## src/rtl/paged_reg_bridge.sv

```systemverilog
module paged_reg_bridge #(
  parameter int OFFS_W = 9,
  parameter int PAGE_W = 13,
  parameter int DATA_W = 16,
  parameter logic [OFFS_W-1:0] PAGE_SLOT = 9'h1FE
) (
  input  logic                     clk,
  input  logic                     rst_n,
  input  logic                     h_sel,
  input  logic                     h_wr,
  input  logic [OFFS_W-1:0]        h_offs,
  input  logic [DATA_W-1:0]        h_wdata,
  output logic [DATA_W-1:0]        h_rdata,
  output logic                     h_ready,
  output logic                     t_req,
  output logic                     t_wr,
  output logic [OFFS_W+PAGE_W-1:0] t_addr,
  output logic [DATA_W-1:0]        t_wdata,
  input  logic [DATA_W-1:0]        t_rdata,
  input  logic                     t_rvalid
);
  localparam int PAD_W = DATA_W - PAGE_W;

  logic [PAGE_W-1:0] page_q;
  logic              wait_q;
  logic              hit_page, fwd, fwd_rd;
  logic              unused_hi;

  assign hit_page = h_sel && !wait_q && (h_offs == PAGE_SLOT);
  assign fwd      = h_sel && !wait_q && (h_offs != PAGE_SLOT);
  assign fwd_rd   = fwd && !h_wr;

  assign t_req   = fwd;
  assign t_wr    = h_wr;
  assign t_addr  = {page_q, h_offs};
  assign t_wdata = h_wdata;

  assign h_ready = wait_q ? t_rvalid : !fwd_rd;
  assign h_rdata = wait_q ? (t_rvalid ? t_rdata : '0)
                 : (hit_page && !h_wr) ? {{PAD_W{1'b0}}, page_q} : '0;

  assign unused_hi = ^h_wdata[DATA_W-1:PAGE_W];

  always_ff @(posedge clk or negedge rst_n) begin
    if (!rst_n) begin
      page_q <= '0;
      wait_q <= 1'b0;
    end else begin
      if (hit_page && h_wr)
        page_q <= h_wdata[PAGE_W-1:0];
      if (fwd_rd)
        wait_q <= 1'b1;
      else if (wait_q && t_rvalid)
        wait_q <= 1'b0;
    end
  end

  AST_PAGE_STABLE: assert property (@(posedge clk) disable iff (!rst_n)
    !(h_sel && h_wr && h_offs == PAGE_SLOT) |=> $stable(page_q));
  AST_PAGE_RB_PAD: assert property (@(posedge clk) disable iff (!rst_n)
    (h_sel && !h_wr && h_offs == PAGE_SLOT && h_ready) |-> h_rdata[DATA_W-1:PAGE_W] == '0);
  AST_NO_PAGE_FWD: assert property (@(posedge clk) disable iff (!rst_n)
    t_req |-> t_addr[OFFS_W-1:0] != PAGE_SLOT);
  AST_ADDR_PAGE: assert property (@(posedge clk) disable iff (!rst_n)
    t_req |-> t_addr[OFFS_W+PAGE_W-1:OFFS_W] == page_q);
  AST_WR_POSTED: assert property (@(posedge clk) disable iff (!rst_n)
    (t_req && t_wr) |-> h_ready);
  AST_RD_STALL: assert property (@(posedge clk) disable iff (!rst_n)
    (wait_q && !t_rvalid) |-> !h_ready);
  AST_RD_SINGLE: assert property (@(posedge clk) disable iff (!rst_n)
    (t_req && !t_wr) |=> !t_req);
endmodule

```

## config.mk

```make
export PLATFORM = sky130hd
export DESIGN_NAME = paged_reg_bridge
export DESIGN_NICKNAME = d
export VERILOG_FILES = /design/src/rtl/paged_reg_bridge.sv
export SDC_FILE = /design/constraint.sdc
export NUM_CORES = 1
export LEC_CHECK = 0
export BUFFER_PORTS_ARGS = -buffer_cell sky130_fd_sc_hd__buf_2
export CAP_MARGIN = 20
export CELL_PAD_IN_SITES_DETAIL_PLACEMENT = 1
export CELL_PAD_IN_SITES_GLOBAL_PLACEMENT = 1
export CORE_MARGIN = 8
export CORE_UTILIZATION = 24
export DETAILED_ROUTE_END_ITERATION = 8
export GPL_TIMING_DRIVEN = 0
export MAX_ROUTING_LAYER = met4
export PLACE_DENSITY_LB_ADDON = 0.2
export SLEW_MARGIN = 25
export SYNTH_ARGS = -nofsm -noshare
export SYNTH_HDL_FRONTEND = slang
export SYNTH_SLANG_ARGS = --single-unit
```

## constraint.sdc

```tcl
create_clock -name clk -period 1.8 [get_ports clk]
set_clock_uncertainty 0.05 [all_clocks]
set_input_delay 0.18 -clock clk [delete_from_list [all_inputs] [get_ports clk]]
set_output_delay 0.18 -clock clk [all_outputs]
set_load 0.005 [all_outputs]
```

### Word level (Yosys, flattened, before mapping)

Cells that the tools add are included.

* eq/ne operators: 2
* mux-type cells: 6
* reductions and logical operators: 11

Operators by type and width (count)
* $mux W16: 2
* $mux W13: 1
* $eq A9 B9 Y1 const B: 1
* $ne A9 B9 Y1 const B: 1
* $logic_and A1 B1 Y1: 7
* $logic_not A1 Y1: 3
* $mux W1: 3
* $reduce_bool A2 Y1: 1

* bits in registers: 14
* bits of input ports: 46
* output and inout bits: 57
* word-level logic and storage cells: 21

### Depth between registers and ports, before layout

* depth in word-level cells: 6
* gate-level depth with buffers: 4
* mapped depth without buffers: 3

### Least setup slack after synthesis

Ideal clock, no wire load.

* path kind: reg-to-output
* start: register wait_q
* end: output port h_rdata[0]
* arrival time: 1339 ps
* data required time: 1570 ps
* path slack: 231 ps
* cell stages (with the launch flop): 5
* buffers on the path: 1
* path through: dfrtp_1 -> or3b_4 -> nor4_4 -> buf_6 -> a22o_1

* word-level cells in the longest chain between the ends: 6

RTL lines
* from (decl): RTL line 25 `logic wait_q;`
* from (signal assigned): RTL line 47 `wait_q <= 1'b0;`
* from (signal assigned): RTL line 52 `wait_q <= 1'b1;`
* from (signal assigned): RTL line 54 `wait_q <= 1'b0;`
* $logic_not A1 Y1: RTL line 29 `assign hit_page = h_sel && !wait_q && (h_offs == PAGE_SLOT);`
* $logic_and A1 B1 Y1 (2 in a row): RTL line 29
* $logic_and A1 B1 Y1: RTL line 40 `: (hit_page && !h_wr) ? {{PAD_W{1'b0}}, page_q} : '0;`
* $mux W13: RTL line 40
* $mux W16 *: RTL line 39 `assign h_rdata = wait_q ? (t_rvalid ? t_rdata : '0)`
* to (decl): RTL line 13 `output logic [DATA_W-1:0] h_rdata,`

Every way passes the cells marked *; elsewhere a longest branch is shown, timed or not.

### Worst setup path in the final report

* start: register wait_q
* end: output port h_rdata[10]

The elaborated chain is that of the path after synthesis.

==> run summary <==
After global routing the overflow that remains totals 0. Setup violations remaining at the end of the flow were counted as 26. The synthesized design contains 0 enable-type register cells. Clock tree synthesis inserted a total of 3 buffers. For the post-route worst hold slack, the log shows 0.133 ns.

The total number of nets in the final design came out at 246. The transition time at the pin with the least slew margin is 0.401 ns, and the post-synthesis sequential element count is 14. The tools report the endpoint type of the worst setup path as a primary output. Post-synthesis cell type with the largest combined area: dfrtp_1. Total power for the finished layout comes to 873 uW.

When the netlist entered floorplanning its net count stood at 131. The worst max-slew margin expressed relative to the limit is 0.730, and the initial antenna violation count is 0. The logs give -0.0195 ns for the pre-CTS setup slack and 4.22 mm for the routed wire length. Maximum number of pins on one net before global-route repair: 15. The mapped netlist covers 0.00104 mm^2. The count of endpoints failing hold in the final timing report was 0; the maximum vdd drop was 0.304 mV.

Once detailed placement completed, the half-perimeter wirelength came to 3.47 mm. The source-to-sink clock delay at the later pin of the worst-skew pair came out at 0.24 ns. For the worst-case clock buffer depth, the log shows 2.

The run finished, with violations left. Before antenna repair, the detailed router went through 4 iterations. In this run, the number of DRC markers left after iteration 0 of detailed routing was 14. The most common cell in the synthesized netlist is buf_4.

From synthesis to final layout, the design area changed by 71.2%. Once detail routing completed, the nets flagged for antenna violations numbered 0. The die outline width works out to 81.9 um. The repair_antennas step left the layout with diodes totalling 0.

Summing over every cut layer, the via total after detailed routing is 1083. The global routing usage summed across all routing layers was 0.120; the clock-pin slew on the worst setup and hold paths was 0.06 ns. Worst min-delay path class: in2reg. The most used flip-flop cell after synthesis is dfrtp_1.

STA classifies the critical path startpoint as a flop. Setup repair after global routing could not meet its margin everywhere. The type of the setup path with the least slack was reg2out. The final reports fail on setup timing. Cell row count: 24. The die outline area was 0.00671 mm^2; the wire length of the first global-routing pass was 6.07 mm. The number of standard cells after synthesis came out at 85.

The Yosys step of the flow raised 0 warnings. Each instance of the synthesized netlist takes up on average 12.3 um^2. In this run the critical register-to-register path is launched from wait_q. The fraction of final layout cells with drive strength greater than 1 was 0.814.

The area of the placeable core was 0.00426 mm^2. The die extent in y came out at 81.9 um. Static timing analysis puts the maximum clock frequency at 0.504 GHz. Yosys attributes the largest share of cell area to dfrtp_1 34%, buf_4 19%, mux2_4 14%, a22o_1 11%, nor4_4 4.1%. Port buffering added 99 buffers. The most critical setup path has its startpoint at wait_q.

The share of synthesized registers carrying an async set or reset is 1.00. The filler cell count was 522. Traced cell by cell, the critical path runs through or3b_4 -> nor4_4 -> buf_4 -> a22o_1 -> buf_2. The sequential cells in the finished layout cover a total of 352 um^2. Along the worst path, the maximum fanout reaches 5. The final period utilization came out at 1.10.

Dividing total power by cell area gives a power density of 489 mW/mm^2. For the number of top-level pins, the log shows 103. Max-cap violations in this run came to 0. The worst hold path begins at h_wdata[5].

In the final layout, the multi-input gates occupy 468 um^2. Subtracting the final worst setup slack from the clock period gives 1.98 ns. Initial cell density of the core: 0.245.

Synthesis instantiated 21 different standard cells from the library. The run gives 0 as the number of pins exceeding their max-slew limit in the final report. Cell at the root of the clock tree: clkbuf_8. The mean routed wirelength per cell came out at 16.8 um. Summed over all cells, the static leakage comes to 1.06 nW. The tools report the final worst slack as -0.183 ns. TritonCTS built the clock tree.

The sequential share of the synthesized area is 0.336, and the average vias per placed instance is 4.31. The clock drives 14 sinks. For the required time reported for the critical path endpoint, the log shows 1.57 ns.

The endpoint arrival time on the critical path is 1.75 ns. Setup total negative slack on the finished layout was measured at -2.75 ns. The largest single stage delay on the critical path is 0.41 ns.

The fraction of synthesized cell area taken by the top area cell type was 0.336; the post-route DRC violation count was 0. On the critical path, the stage with the largest delay is an instance of or3b_4. Sorting the synthesized cells by how often they occur yields 26 x buf_4, 14 x dfrtp_1, 13 x a22o_1. The tools report the via count of the first global-routing pass as 1178.

Routability-driven placement finished with a final weighted congestion of 0.716. The H-tree depth was 1.
## critical path: cells and delay by family, from the launching register on
family | cells | cell delay, ns
flip-flops | 1 | 0.40
buffers and inverters | 2 | 0.33
AND/OR/NAND/NOR | 2 | 0.66
AO/OA/AOI/OAI | 1 | 0.12
## worst paths after layout
| kind | endpoint | slack [ns] | cells after the start |
|---|---|---|---|
| max | h_rdata[10] | -0.18 | 5 |
| min | page_q[5] | 0.13 | 2 |
| max reg2reg | page_q[1] | -0.07 | 8 |
| min reg2reg | page_q[7] | 0.49 | 1 |
| max in group asynchronous | wait_q | 1.10 | 2 |
| min in group asynchronous | page_q[0] | 0.33 | 2 |
## stage by stage
stage | utilization | cells | instance area (um^2)
after floorplan | - | 85 | 1040
after global placement | 0.376 | 236 | 1600
after detailed placement | 0.376 | 236 | 1600
after CTS | 0.401 | 246 | 1710
after global routing | 0.419 | 251 | 1790
final | 0.419 | 251 | 1790
## layout by cell type (no fill, tap or decap)
master	synthesis	layout
clkbuf_8	0	4
and3_1	3	3
buf_6	1	6
buf_4	26	30
o22a_1	1	1
nor3b_1	1	1
dfrtp_1	14	13
clkbuf_2	0	1
nor4_4	2	2
and2_1	1	1
inv_1	1	1
buf_2	0	99
nand3b_1	1	1
buf_8	1	1
nor3_1	1	1
o22ai_1	1	1
dfrtp_2	0	1
nand2_4	1	1
nand4_4	1	1
clkbuf_16	0	1
or3b_4	1	1
a22o_1	13	13
mux2_2	3	2
dlygate4sd3_1	0	1
nand3b_4	1	1
mux2_4	10	11
## what timing repair did
item,CTS,global route
buffers inserted,4,4
gates cloned,1,1
pin swaps,1,3
hold buffers,1,0
hold endpoints to repair,14,0
gates resized for setup,2,8
setup endpoints to repair,13,26
## per-layer routing
layer  global-route usage  share of wire  up-vias
met4               0.0281          0.013        0
met2                0.242           0.62       32
li1                     -              -      512
met3               0.0230          0.042        4
met1                0.111           0.32      535
met5                    -              0        -
## flip-flops by register name, indices dropped and copies added, names as in the netlist
name / flops
page_q: 13
wait_q: 1
## cell families (layout without fill, tap and decap cells)
family                 after synthesis  count (layout)  share of synthesized area
buffers and inverters               30             144                      0.219
multiplexers                        13              13                      0.176
AO/OA/AOI/OAI                       15              15                      0.124
flip-flops                          14              14                      0.336
AND/OR/NAND/NOR                     13              13                      0.145
## cell type report
| cell class | instances | share of cell area |
|---|---|---|
| plain buffers | 29 | 0.127 |
| clock buffers | 4 | 0.0308 |
| inverters | 1 | 0.00210 |
| multi-input cells | 41 | 0.262 |
| flip-flops and latches | 14 | 0.197 |
| well taps | 52 | 0.0364 |
| repair buffers | 110 | 0.345 |
## power breakdown
part | internal, mW | switching (mW) | total (mW)
registers | 0.321 | 0.00433 | 0.326
clock network | 0.194 | 0.109 | 0.302
logic | 0.146 | 0.0989 | 0.245
No activity file was read; power rests on OpenSTA's default activity.
